[config.mk]
export PLATFORM = sky130hd
export DESIGN_NAME = tsc_scan_master
export DESIGN_NICKNAME = d
export VERILOG_FILES = /design/src/rtl/tsc_pkg.sv /design/src/rtl/tsc_dclk_gen.sv /design/src/rtl/tsc_pen_gate.sv /design/src/rtl/tsc_capture.sv /design/src/rtl/tsc_scan_master.sv
export SDC_FILE = /design/constraint.sdc
export NUM_CORES = 1
export LEC_CHECK = 0
export ABC_CLOCK_PERIOD_IN_PS = 2050
export BUFFER_PORTS_ARGS = -buffer_cell sky130_fd_sc_hd__buf_2
export CORE_UTILIZATION = 40
export CTS_BUF_LIST = sky130_fd_sc_hd__clkbuf_8
export DETAILED_ROUTE_END_ITERATION = 7
export GPL_TIMING_DRIVEN = 0
export SETUP_SLACK_MARGIN = 0.4
export SYNTH_ARGS = -nofsm -noshare
export SYNTH_HDL_FRONTEND = slang
export SYNTH_SLANG_ARGS = --single-unit
export TNS_END_PERCENT = 10
[constraint.sdc]
create_clock -name clk -period 2.05 [get_ports clk]
set_input_delay 0.3075 -clock clk [delete_from_list [all_inputs] [get_ports clk]]
set_output_delay 0.3075 -clock clk [all_outputs]
set_load 0.02 [all_outputs]
[src/rtl/tsc_pkg.sv]
`timescale 1ns/1ps
package tsc_pkg;

  typedef enum logic [1:0] {
    ST_IDLE = 2'd0,
    ST_RUN  = 2'd1,
    ST_WAIT = 2'd2
  } scan_state_t;

  localparam logic [2:0] CH_Y     = 3'b001;
  localparam logic [2:0] CH_X     = 3'b101;
  localparam logic [1:0] PWR_KEEP = 2'b11;
  localparam logic [1:0] PWR_AUTO = 2'b00;

  // start bit, channel, resolution flag, reference flag, power code
  function automatic logic [7:0] make_cmd(input logic [2:0] ch,
                                          input logic       eight_bit,
                                          input logic       single_ref,
                                          input logic [1:0] pwr);
    return {1'b1, ch, eight_bit, single_ref, pwr};
  endfunction

endpackage

[src/rtl/tsc_dclk_gen.sv]
`timescale 1ns/1ps
module tsc_dclk_gen #(
  parameter int HALF = 20
) (
  input  logic clk,
  input  logic rst,
  input  logic run,
  output logic dclk,
  output logic rise_now,
  output logic fall_now
);
  localparam int CW = (HALF > 1) ? $clog2(HALF) : 1;

  logic [CW-1:0] cnt;
  logic          at_end;

  assign at_end   = run && (cnt == CW'(HALF - 1));
  assign rise_now = at_end && !dclk;
  assign fall_now = at_end && dclk;

  always_ff @(posedge clk) begin
    if (rst) begin
      cnt  <= '0;
      dclk <= 1'b0;
    end else if (!run) begin
      cnt  <= '0;
      dclk <= 1'b0;
    end else if (at_end) begin
      cnt  <= '0;
      dclk <= ~dclk;
    end else begin
      cnt  <= cnt + 1'b1;
    end
  end

  assert_half_cnt_R4: assert property (@(posedge clk) disable iff (rst)
    cnt <= CW'(HALF - 1));

  assert_rise_needs_run_R4: assert property (@(posedge clk) disable iff (rst)
    $rose(dclk) |-> $past(run));

endmodule

[src/rtl/tsc_pen_gate.sv]
`timescale 1ns/1ps
module tsc_pen_gate #(
  parameter int SETTLE = 8
) (
  input  logic clk,
  input  logic rst,
  input  logic pen_n,
  input  logic hold,
  output logic pen_down,
  output logic armed
);
  localparam int SW = $clog2(SETTLE + 1);

  logic [1:0]    sync;
  logic [SW-1:0] cnt;

  always_ff @(posedge clk) begin
    if (rst) begin
      sync <= 2'b11;
      cnt  <= '0;
    end else begin
      sync <= {sync[0], pen_n};
      if (hold)
        cnt <= '0;
      else if (cnt != SW'(SETTLE))
        cnt <= cnt + 1'b1;
    end
  end

  assign pen_down = !sync[1];
  assign armed    = !hold && (cnt == SW'(SETTLE));

  assert_settle_count_R8: assert property (@(posedge clk) disable iff (rst)
    $rose(armed) |-> ($past(cnt) == SW'(SETTLE - 1)));

endmodule

[src/rtl/tsc_capture.sv]
`timescale 1ns/1ps
module tsc_capture #(
  parameter int RES   = 12,
  parameter int FIRST = 10,
  parameter int EW    = 6
) (
  input  logic           clk,
  input  logic           rst,
  input  logic           sample,
  input  logic [EW-1:0]  edge_num,
  input  logic           sdi,
  output logic [RES-1:0] value
);
  logic in_win;

  assign in_win = (edge_num >= EW'(FIRST)) && (edge_num < EW'(FIRST + RES));

  always_ff @(posedge clk) begin
    if (rst)
      value <= '0;
    else if (sample && in_win)
      value <= {value[RES-2:0], sdi};
  end

endmodule

[src/rtl/tsc_scan_master.sv]
`timescale 1ns/1ps
module tsc_scan_master
  import tsc_pkg::*;
#(
  parameter int DCLK_HALF  = 20,
  parameter int RES_BITS   = 12,
  parameter int DIFF_REF   = 1,
  parameter int SETTLE_CYC = 8
) (
  input  logic                clk,
  input  logic                rst,
  input  logic                pen_n,
  input  logic                tsc_dout,
  output logic                tsc_cs_n,
  output logic                tsc_dclk,
  output logic                tsc_din,
  output logic                coord_valid,
  output logic [RES_BITS-1:0] coord_x,
  output logic [RES_BITS-1:0] coord_y
);
  localparam int FRAME = RES_BITS + 3;
  localparam int TOTAL = 3 * FRAME;
  localparam int EW    = $clog2(TOTAL + 1);
  localparam int PW    = $clog2(FRAME);

  localparam logic EIGHT   = (RES_BITS == 8);
  localparam logic SGL_REF = (DIFF_REF == 0);
  localparam logic [7:0] CMD_Y   = make_cmd(CH_Y, EIGHT, SGL_REF, PWR_KEEP);
  localparam logic [7:0] CMD_X   = make_cmd(CH_X, EIGHT, SGL_REF, PWR_KEEP);
  localparam logic [7:0] CMD_END = make_cmd(CH_Y, EIGHT, SGL_REF, PWR_AUTO);

  scan_state_t   state;
  logic          run_en;
  logic          rise_now, fall_now;
  logic          pen_down, armed;
  logic [EW-1:0] edge_cnt, edge_nxt;
  logic [PW-1:0] pos;
  logic [1:0]    frm;
  logic [7:0]    cur_cmd;
  logic [2:0]    bidx;
  logic          next_bit;
  logic [RES_BITS-1:0] cap [2];

  assign run_en   = (state == ST_RUN);
  assign edge_nxt = edge_cnt + 1'b1;

  tsc_dclk_gen #(.HALF(DCLK_HALF)) u_dclk (
    .clk      (clk),
    .rst      (rst),
    .run      (run_en),
    .dclk     (tsc_dclk),
    .rise_now (rise_now),
    .fall_now (fall_now)
  );

  tsc_pen_gate #(.SETTLE(SETTLE_CYC)) u_pen (
    .clk      (clk),
    .rst      (rst),
    .pen_n    (pen_n),
    .hold     (!tsc_cs_n),
    .pen_down (pen_down),
    .armed    (armed)
  );

  // frame 0 carries the Y result, frame 1 the X result
  for (genvar g = 0; g < 2; g++) begin : g_cap
    tsc_capture #(.RES(RES_BITS), .FIRST(g * FRAME + 10), .EW(EW)) u_cap (
      .clk      (clk),
      .rst      (rst),
      .sample   (rise_now),
      .edge_num (edge_nxt),
      .sdi      (tsc_dout),
      .value    (cap[g])
    );
  end

  always_comb begin
    case (frm)
      2'd0:    cur_cmd = CMD_Y;
      2'd1:    cur_cmd = CMD_X;
      default: cur_cmd = CMD_END;
    endcase
    bidx     = 3'd7 - pos[2:0];
    next_bit = (pos < PW'(8)) ? cur_cmd[bidx] : 1'b0;
  end

  always_ff @(posedge clk) begin
    if (rst) begin
      state       <= ST_IDLE;
      tsc_cs_n    <= 1'b1;
      tsc_din     <= 1'b0;
      edge_cnt    <= '0;
      pos         <= '0;
      frm         <= '0;
      coord_valid <= 1'b0;
      coord_x     <= '0;
      coord_y     <= '0;
    end else begin
      coord_valid <= 1'b0;
      case (state)
        ST_IDLE: begin
          if (armed && pen_down) begin
            state    <= ST_RUN;
            tsc_cs_n <= 1'b0;
            tsc_din  <= CMD_Y[7];
            edge_cnt <= '0;
            pos      <= '0;
            frm      <= '0;
          end
        end
        ST_RUN: begin
          if (rise_now) begin
            edge_cnt <= edge_nxt;
            if (pos == PW'(FRAME - 1)) begin
              pos <= '0;
              frm <= frm + 1'b1;
            end else begin
              pos <= pos + 1'b1;
            end
          end else if (fall_now) begin
            if (edge_cnt == EW'(TOTAL)) begin
              tsc_cs_n <= 1'b1;
              tsc_din  <= 1'b0;
              state    <= ST_WAIT;
            end else begin
              tsc_din  <= next_bit;
            end
          end
        end
        default: begin
          if (armed) begin
            if (pen_down) begin
              coord_valid <= 1'b1;
              coord_y     <= cap[0];
              coord_x     <= cap[1];
            end
            state <= ST_IDLE;
          end
        end
      endcase
    end
  end

  assert_dclk_idle_R4: assert property (@(posedge clk) disable iff (rst)
    tsc_cs_n |-> !tsc_dclk);

  assert_edges_bound_R5: assert property (@(posedge clk) disable iff (rst)
    edge_cnt <= EW'(TOTAL));

  assert_din_hold_R6: assert property (@(posedge clk) disable iff (rst)
    (tsc_dclk && $past(tsc_dclk)) |-> $stable(tsc_din));

  assert_valid_single_R8: assert property (@(posedge clk) disable iff (rst)
    coord_valid |=> !coord_valid);

  assert_valid_deselected_R8: assert property (@(posedge clk) disable iff (rst)
    coord_valid |-> tsc_cs_n);

  assert_hold_coords_R9: assert property (@(posedge clk) disable iff (rst)
    ((coord_x != $past(coord_x)) || (coord_y != $past(coord_y))) |-> coord_valid);

  assert_start_armed_R10: assert property (@(posedge clk) disable iff (rst)
    $fell(tsc_cs_n) |-> $past(armed));

endmodule

==> Word-level counts from Yosys, hierarchy flattened <==
Index checks and enable logic that the tools add are counted.
{ "word_totals": {"reg_bits": 77, "input_bits": 4, "output_inout_bits": 28, "elab_cells": 104} }
{ "classes": {"addsub": 6, "n_lt_le_gt_ge": 6, "eq_ne": 13, "n_mux": 32, "bitwise": 6, "n_reduce_logical": 26} }
{ "ops": {"columns": ["op", "count"], "rows": [
  ["$mux 2", 8],
  ["$pmux 7 s2", 1],
  ["$mux 4", 3],
  ["$mux 6", 2],
  ["$pmux 6 s2", 1],
  ["$mux 1", 11],
  ["$ne 2x2->1 const B", 5],
  ["$reduce_and 5->1", 2],
  ["$logic_and 1x1->1", 9],
  ["$add 4x1->4 const B", 2],
  ["$eq 4x4->1 const B", 2],
  ["$pmux 2 s2", 2],
  ["$pmux 4 s2", 1],
  ["$reduce_and 4->1", 2],
  ["$add 6x1->6 const B", 1],
  ["$eq 6x6->1 const B", 1],
  ["$ge 6x4->1 const B", 1],
  ["$ge 6x5->1 const B", 1],
  ["$lt 6x5->1 const B", 1],
  ["$lt 6x6->1 const B", 1],
  ["$not 1->1", 6],
  ["$reduce_and 3->1", 2],
  ["$reduce_or 2->1", 3],
  ["$add 5x1->5 const B", 1],
  ["other kinds (16)", 20]
]} }

==> Logic depth before layout (Yosys ltp) <==
Gate-level depths: netlist (run 1).
{ "depth": {"word_depth": 9, "ltp_mapped": 9, "ltp_nobuf": 7} }

==> Hierarchy <==
A second synthesis (run 1) with hierarchy kept.
{ "hier_totals": {"cells_unflattened": 360, "area_unflattened_um2": 3293.2} }
{ "modules_own_cells": {"columns": ["module", "n_inst", "cells_per_inst", "area_each_um2", "seq_area_each_um2"], "rows": [
  ["tsc_scan_master", 1, 218, 1757.9, 820.8],
  ["tsc_capture at g_cap[1].u_cap", 1, 46, 511.7, 240.2],
  ["tsc_capture at g_cap[0].u_cap", 1, 45, 508.0, 240.2],
  ["tsc_pen_gate", 1, 26, 265.3, 120.1],
  ["tsc_dclk_gen", 1, 25, 250.2, 120.1]
]} }

==> Worst setup path after synthesis (run 1) <==
Ideal clock, no wire load.
{ "synth_path": {"path_type": "register to register", "start": "register edge_cnt[0]", "end": "register g_cap[0].u_cap.value[10]", "setup_ps": 72, "arrival_time_ps": 2143, "required_ps": 1978, "setup_slack_ps": -165, "path_stages_with_launch": 10, "n_path_buf": 2, "period_less_slack_ps": 2215, "path_cell_list": "dfxtp_1 > buf_2 > inv_1 > ha_1 > nor2_1 > o31ai_1 > o31ai_2 > a2111oi_4 > buf_6 > mux2i_1"} }
{ "synth_via": {"elab_chain_len": 4} }
{ "synth_rtl": {"columns": ["element", "line", "source"], "rows": [
  ["from (decl)", "tsc_scan_master.sv:36", "logic [EW-1:0] edge_cnt, edge_nxt;"],
  ["from (signal assigned)", "tsc_scan_master.sv:113", "edge_cnt <= edge_nxt;"],
  ["$add 6x1->6 (*)", "tsc_scan_master.sv:45", "assign edge_nxt = edge_cnt + 1'b1;"],
  ["$ge 6x4->1 or $lt 6x5->1 (tied branches)", "tsc_capture.sv:16", "assign in_win = (edge_num >= EW'(FIRST)) && (edge_num < EW'(FIRST + RES));"],
  ["$logic_and 1x1->1 (*)", "tsc_capture.sv:16", null],
  ["$logic_and 1x1->1 (*)", "tsc_capture.sv:21", "else if (sample && in_win)"],
  ["to (signal assigned)", "tsc_capture.sv:22", "value <= {value[RES-2:0], sdi};"],
  ["to (decl)", "tsc_capture.sv:12", "output logic [RES-1:0] value"]
]} }
Mark *: on every way between the ends. The rest lies on a longest branch, timed or not.
A chain may end at the register's enable or synchronous reset.

==> Final worst setup path (run 1) <==
{ "layout_path": {"start": "register edge_cnt[0]", "end": "register g_cap[0].u_cap.value[11]"} }
The elaborated chain is that of the path after synthesis.

==> summary.md, run 1 <==
| Metric | Value |
|---|---|
| Status | complete, but fails checks |
| Failing checks | setup timing |
| CTS tree | done |
| Die height | approximately 95 um |
| Syn nets | 400 |
| Actual slew at the worst max-slew pin | roughly 660 ps |
| Iter 0 DRT Violations | just over 100 |
| Worst path required time | between 2000 and 2500 ps |
| Post-synth EDFFs | 0 |
| Diodes inserted | 0 |
| Layout Nets | between 400 and 500 |
| Synth Area in Adders | 0.0362 |
| Seq/Total Area, Yosys | 0.447 |
| Placement Rows | 33 |
| Clk slew on worst S/H paths | roughly 80 ps |
| Total grt overflow | 0 |
| # DRC | 0 |
| Fin Setup TNS | -363 ps |
| CP max-delay cell | dfxtp_4 |
| Detail Route Antenna Nets | 0 |
| Later-pin clock latency in the skew report | 340 ps |
| I/O Pins | 32 |
| Mapped Cells | 386 |
| Relative slew slack | 0.559 |
| 1st-pass router iterations | 5 |
| Post-Route WL | 7870 um |
| Minimum clock period | 2090 ps |
| WL/cell | roughly 14 um |
| Leakage | about 1.6 nW |
| Total CTS buffers | 9 |
| DP Area | around 3800 um2 |
| Synthesized area | around 3500 um2 |
| Max-cap violations | 0 |
| HP Class | in -> reg |
| Kind of critical path | reg -> reg |
| Initial Utilization | 0.416 |
| Vias in the first global route | 2714 |
| Simple-gate portion of the synthesized area | 0.238 |
| Root Buffer | clkbuf_8 |
| Async set-reset flop share out of synthesis | 0 |
| Synth area leader | dfxtp_1 |
| Finished Cell Area | 4650 um2 |
| Hold WS | around 160 ps |
| Antenna violations before repair | 0 |
| Max Clk Rate | between 0.4 and 0.5 GHz |
| Post-synth top flop | dfxtp_1 |
| Final Skew | around 7.4 ps |
| Critical Path AT | around 2300 ps |
| H-tree Lvls | 3 |
| Synth top area cells | dfxtp_1 (45%), mux2i_1 (7.0%), nand2_1 (6.4%) |
| Most frequent cells after synthesis | dfxtp_1 (77), nand2_1 (59), a21oi_1 (41) |
| Critical Path Max Stage Delay | 390 ps |
| Count leader, synth | dfxtp_1 |
| Mapped Avg Cell Area | roughly 8.9 um2 |
| Post-synthesis compound-gate area fraction | 0.146 |
| Post-synthesis xor/xnor area fraction | 0.0254 |
| Pin count of the biggest net entering global routing | 14 |
| Clk buf depth | 2 |
| Post-synthesis mux area share | 0.0696 |
| VDD IR-drop max | between 400 and 500 uV |
| Fin. max-slew vios | 0 |
| Layout cells sized above 1 | 0.372 |
| GP Congestion | ~0.79 |
| CP cell instances | buf_6, inv_4, ha_4, o41a_1, a221oi_2, a2111oi_4, buf_4, buf_6, mux2i_1 |
| Synth Register Bits | 77 |
| First-pass GRT wire length | 13200 um |
| Die Area | ~9000 um2 |
| Tcrit/Tclk final | 1.02 |
| Gr usage total | 0.192 |
| Main combinational cell family by area after synthesis | simple AND/OR/NAND/NOR gates |
| Unique masters post-synth | about 60 |
| CP startpoint kind | flip-flop |
| Setup crit end kind | flip-flop |
| Routed vias | about 2900 |
| Area Overhead vs Synth | 34.8% |
| Final hold vios | 0 |
| Via/cell ratio | between 5 and 6 |
| Final WS setup | -41.7 ps |
| CP dominant cell by count | buf_6 |
| Core area | about 8300 um2 |
| Yosys warns | 0 |
| Port bufs | 31 |
| RSZ-0062 raised after global routing | yes |
| Post-synth top area share | 0.447 |
| Crit path max fanout | 5 |
| Cell Pwr Density | between 600 and 700 nW/um2 |
| Post-DP HPWL | ~5000 um |
| CTS sink cnt | 77 |
| Die X | roughly 95 um |
| Setup violators final | 12 |
==> kinds of logic after synthesis <==
family,Yosys count
DFF,77
buffers and inverters,31
xor gates and xnor gates,10
and+or+nand+nor,157
AOI/OAI and AO/OA,77
muxes,24
adders and majority gates,10
==> registers in the layout, indices dropped and copies added, names as in the netlist <==
register,cells
coord_valid,1
u_pen.cnt,4
u_pen.sync,2
tsc_cs_n,1
coord_x,12
u_dclk.dclk,1
u_dclk.cnt,5
edge_cnt,6
frm,2
coord_y,12
tsc_din,1
g_cap.u_cap.value,24
pos,4
state,2
==> metal layers <==
layer  vias up  global-route usage  share of wire
met5         -                   0              0
met4         0              0.0581         0.0062
met3         7              0.0499          0.033
met2        42               0.305           0.48
met1      1362               0.254           0.48
li1       1443                   -              -
==> placed cells by master (no fill, tap or decap), types with 4 or more instances in the layout <==
master	count
dfxtp_1	70
nand2_1	35
buf_2	33
nand2b_1	27
nor2_1	25
mux2i_1	24
a21oi_1	21
a21oi_2	20
nand2_4	15
nand2_2	11
clkbuf_8	10
clkbuf_1	9
buf_4	9
inv_1	8
buf_6	8
nand3_1	7
xor2_1	6
ha_1	6
dfxtp_2	6
o21ai_0	4
nor2b_1	4
xnor2_1	4
o21ai_2	4
ha_4	4
==> critical path, delay by kind of cell (launching register included) <==
kind / cells / cell delay [ps]
adder cells (fa/ha/maj): 1 / 250
flip-flops: 1 / 390
buffers and inverters: 4 / 460
multiplexers: 1 / 110
AO/OA/AOI/OAI: 3 / 750
==> through the flow <==
| stage | total power (W) | util | setup slack (ps) | cells |
|---|---|---|---|---|
| floorplan | 0.00158 | - | 63.9 | 386 |
| finish | 0.00297 | 0.561 | -41.7 | 551 |
| global placement | 0.00160 | 0.456 | -271 | 522 |
| detailed placement | 0.00160 | 0.456 | -305 | 522 |
| global route | 0.00310 | 0.561 | -134 | 551 |
| CTS | 0.00301 | 0.550 | -40.8 | 550 |
==> where the power goes <==
| part | internal (W) | switching [W] | total (W) |
|---|---|---|---|
| clock | 0.000842 | 0.000552 | 0.00139 |
| combinational | 0.0000256 | 0.0000400 | 0.0000656 |
| sequential | 0.00150 | 0.00000802 | 0.00151 |
==> path summary, 6_finish.rpt <==
kind                                     from                        to  slack, ps  cells past startpoint
worst min-delay path                    pen_n             u_pen.sync[0]        160                      2
worst max-delay path              edge_cnt[0]  g_cap[0].u_cap.value[11]        -40                      9
worst min register to register  u_pen.sync[0]             u_pen.sync[1]        420                      1
worst max register to register    edge_cnt[0]  g_cap[0].u_cap.value[11]        -40                      9
==> area by class of cell <==
class	instances	area [um2]
Inverter	11	46.3
Multi-Input combinational cell	279	2240
Sequential cell	77	1550
Timing Repair Buffer	43	260
Fill cell	737	3650
Tap cell	105	131
Clock buffer	10	138
Buffer	20	176
Clock inverter	6	110
==> what timing repair did <==
action | CTS | global route
gates resized for setup | 118 | 21
hold buffers | 0 | 0
pin swaps | 84 | 40
endpoints found under the setup margin | 63 | 71
cloned | 2 | 0
buffers inserted | 10 | 1
Note: power is estimated with default switching activity, not from simulation.
==> run 2: changes to the inputs <==
--- a/config.mk
+++ b/config.mk
@@ -11,6 +11,7 @@
 export CTS_BUF_LIST = sky130_fd_sc_hd__clkbuf_8
 export DETAILED_ROUTE_END_ITERATION = 7
 export GPL_TIMING_DRIVEN = 0
+export RECOVER_POWER = 50
 export SETUP_SLACK_MARGIN = 0.4
 export SYNTH_ARGS = -nofsm -noshare
 export SYNTH_HDL_FRONTEND = slang
==> run 2 against run 1 <==
Compared with the run above: total power decreased by 0.15%; via count about the same; highest routed layer unchanged; critical path depth unchanged; setup slack got worse by 0.93 ps; utilization decreased by 0.78 points; non-clock buffer count unchanged; the run still ends with setup timing left; cell count unchanged.
==> summary.md, run 2 (synthesis gave the netlist of run 1 again) <==
| Metric | Value |
|---|---|
| Failing checks | setup timing |
| # DRC | 0 |
| Diodes inserted | 0 |
| CP dominant cell by count | buf_6 |
| Status | complete, but fails checks |
| CP cell instances | buf_6, inv_4, ha_4, o41a_1, a221oi_2, a2111oi_4, buf_4, buf_6, mux2i_1 |
| CTS sink cnt | 77 |
| Path depth of the worst reg2reg path | 9 |
| Placement Rows | 33 |
| Total CTS buffers | 9 |
| Detail Route Antenna Nets | 0 |
| Max Clk Rate | about 0.48 GHz |
| Clk slew on worst S/H paths | 80 ps |
| Final core utilization | 0.553 |
| Setup crit end kind | flip-flop |
| Via/cell ratio | between 5 and 6 |
| Final WS setup | -42.6 ps |
| Critical Path Max Stage Delay | just under 400 ps |
| Clk buf depth | 2 |
| Multi-input gate area | about 2200 um2 |
| Relative slew slack | 0.559 |
| Most common cell after layout, fill and taps aside | dfxtp_1 |
| Register area | about 1600 um2 |
| Initial Utilization | 0.416 |
| Fill count | 755 |
| Most flops, register | g_cap.u_cap.value |
| Tcrit/Tclk final | 1.02 |
| Fin Setup TNS | -374 ps |
| Area Overhead vs Synth | 32.9% |
| Post-Route WL | between 7000 and 8000 um |
| Worst path required time | approximately 2300 ps |
| Minimum clock period | 2090 ps |
| CP max-delay cell | dfxtp_4 |
| Pin count of the biggest net entering global routing | 14 |
| Worst hold path depth | 2 |
| Fin. max-slew vios | 0 |
| Post-DP HPWL | around 5100 um |
| Max reg flops | 24 |
| Die X | between 90 and 100 um |
| Root Buffer | clkbuf_8 |
| Total grt overflow | 0 |
| Later-pin clock latency in the skew report | about 340 ps |
| Actual slew at the worst max-slew pin | between 600 and 700 ps |
| Port bufs | 31 |
| Die Area | 9010 um2 |
| Gr usage total | 0.192 |
| HP Class | in -> reg |
| Cell Pwr Density | ~650 nW/um2 |
| RSZ-0062 raised after global routing | yes |
| First-pass GRT wire length | approximately 13000 um |
| Antenna violations before repair | 0 |
| Final hold vios | 0 |
| Max-cap violations | 0 |
| Registers with the most flip-flops | g_cap.u_cap.value x24, coord_x x12, coord_y x12 |
| CP startpoint kind | flip-flop |
| Kind of critical path | reg -> reg |
| Layout cells sized above 1 | 0.298 |
| Most frequent cells in the layout | dfxtp_1 (71), clkbuf_1 (38), nand2_1 (35) |
| H-tree Lvls | 3 |
| CTS tree | done |
| Core area | between 8000 and 9000 um2 |
| Iter 0 DRT Violations | around 110 |
| GP Congestion | roughly 0.79 |
| Leakage | about 1.5 nW |
| Crit path max fanout | 5 |
| WL/cell | around 14 um |
| VDD IR-drop max | approximately 440 uV |
| I/O Pins | 32 |
| Setup violators final | 12 |
| 1st-pass router iterations | 4 |
| Vias in the first global route | between 2000 and 3000 |
| Final Skew | approximately 7.5 ps |
| Die height | between 90 and 100 um |
| Critical Path AT | 2320 ps |
| Routed vias | approximately 2900 |
| Layout Nets | 455 |
==> run 2: layout make-up <==
type / instances / area share
Multi-Input combinational cell: 279 / 0.482
Sequential cell: 77 / 0.338
Timing Repair Buffer: 43 / 0.0488
Buffer: 20 / 0.0385
Clock buffer: 10 / 0.0300
Tap cell: 105 / 0.0286
Clock inverter: 6 / 0.0240
Inverter: 11 / 0.0101
==> run 2: path summary, 6_finish.rpt <==
kind | startpoint | to | slack [ps]
min reg2reg | u_pen.sync[0] | u_pen.sync[1] | 420
min | pen_n | u_pen.sync[0] | 160
max | edge_cnt[0] | g_cap[0].u_cap.value[11] | -40
max reg2reg | edge_cnt[0] | g_cap[0].u_cap.value[11] | -40
==> run 2: critical path: cells and delay by family (launching register included) <==
| family | cells | cell delay, ps |
|---|---|---|
| compound gates | 3 | 750 |
| fa+ha+maj | 1 | 250 |
| buf+inv | 4 | 480 |
| flops | 1 | 390 |
| mux | 1 | 110 |
==> run 2: routing by layer <==
layer	GRT usage	wire (um)	vias up
met5	0	0	-
met4	0.0581	50	0
met3	0.0499	286	7
met2	0.305	3720	40
met1	0.254	3830	1365
li1	-	-	1444
==> run 2: report_power, final <==
group / internal (W) / leakage [nW] / switching [W]
sequential: 0.00150 / 0.624 / 0.00000757
clock: 0.000842 / 0.124 / 0.000553
combinational: 0.0000229 / 0.763 / 0.0000382
==> run 2: through the flow <==
step	setup WS (ps)	power, W	hold slack (ps)	cells	area [um2]
after floorplan	63.9	0.00158	389	386	3500
after detailed placement	-305	0.00160	396	522	3790
after global routing	-134	0.00309	138	551	4590
final	-42.6	0.00296	158	551	4590
after CTS	-40.8	0.00301	132	550	4560
after global placement	-271	0.00160	392	522	3790
==> run 2: timing repair <==
action / 4_1_cts / 5_1_grt
gates cloned: 2 / 0
hold buffers: 0 / 0
buffers inserted: 10 / 1
endpoints found under the setup margin: 63 / 71
pin swaps: 84 / 40
gates resized for setup: 118 / 21
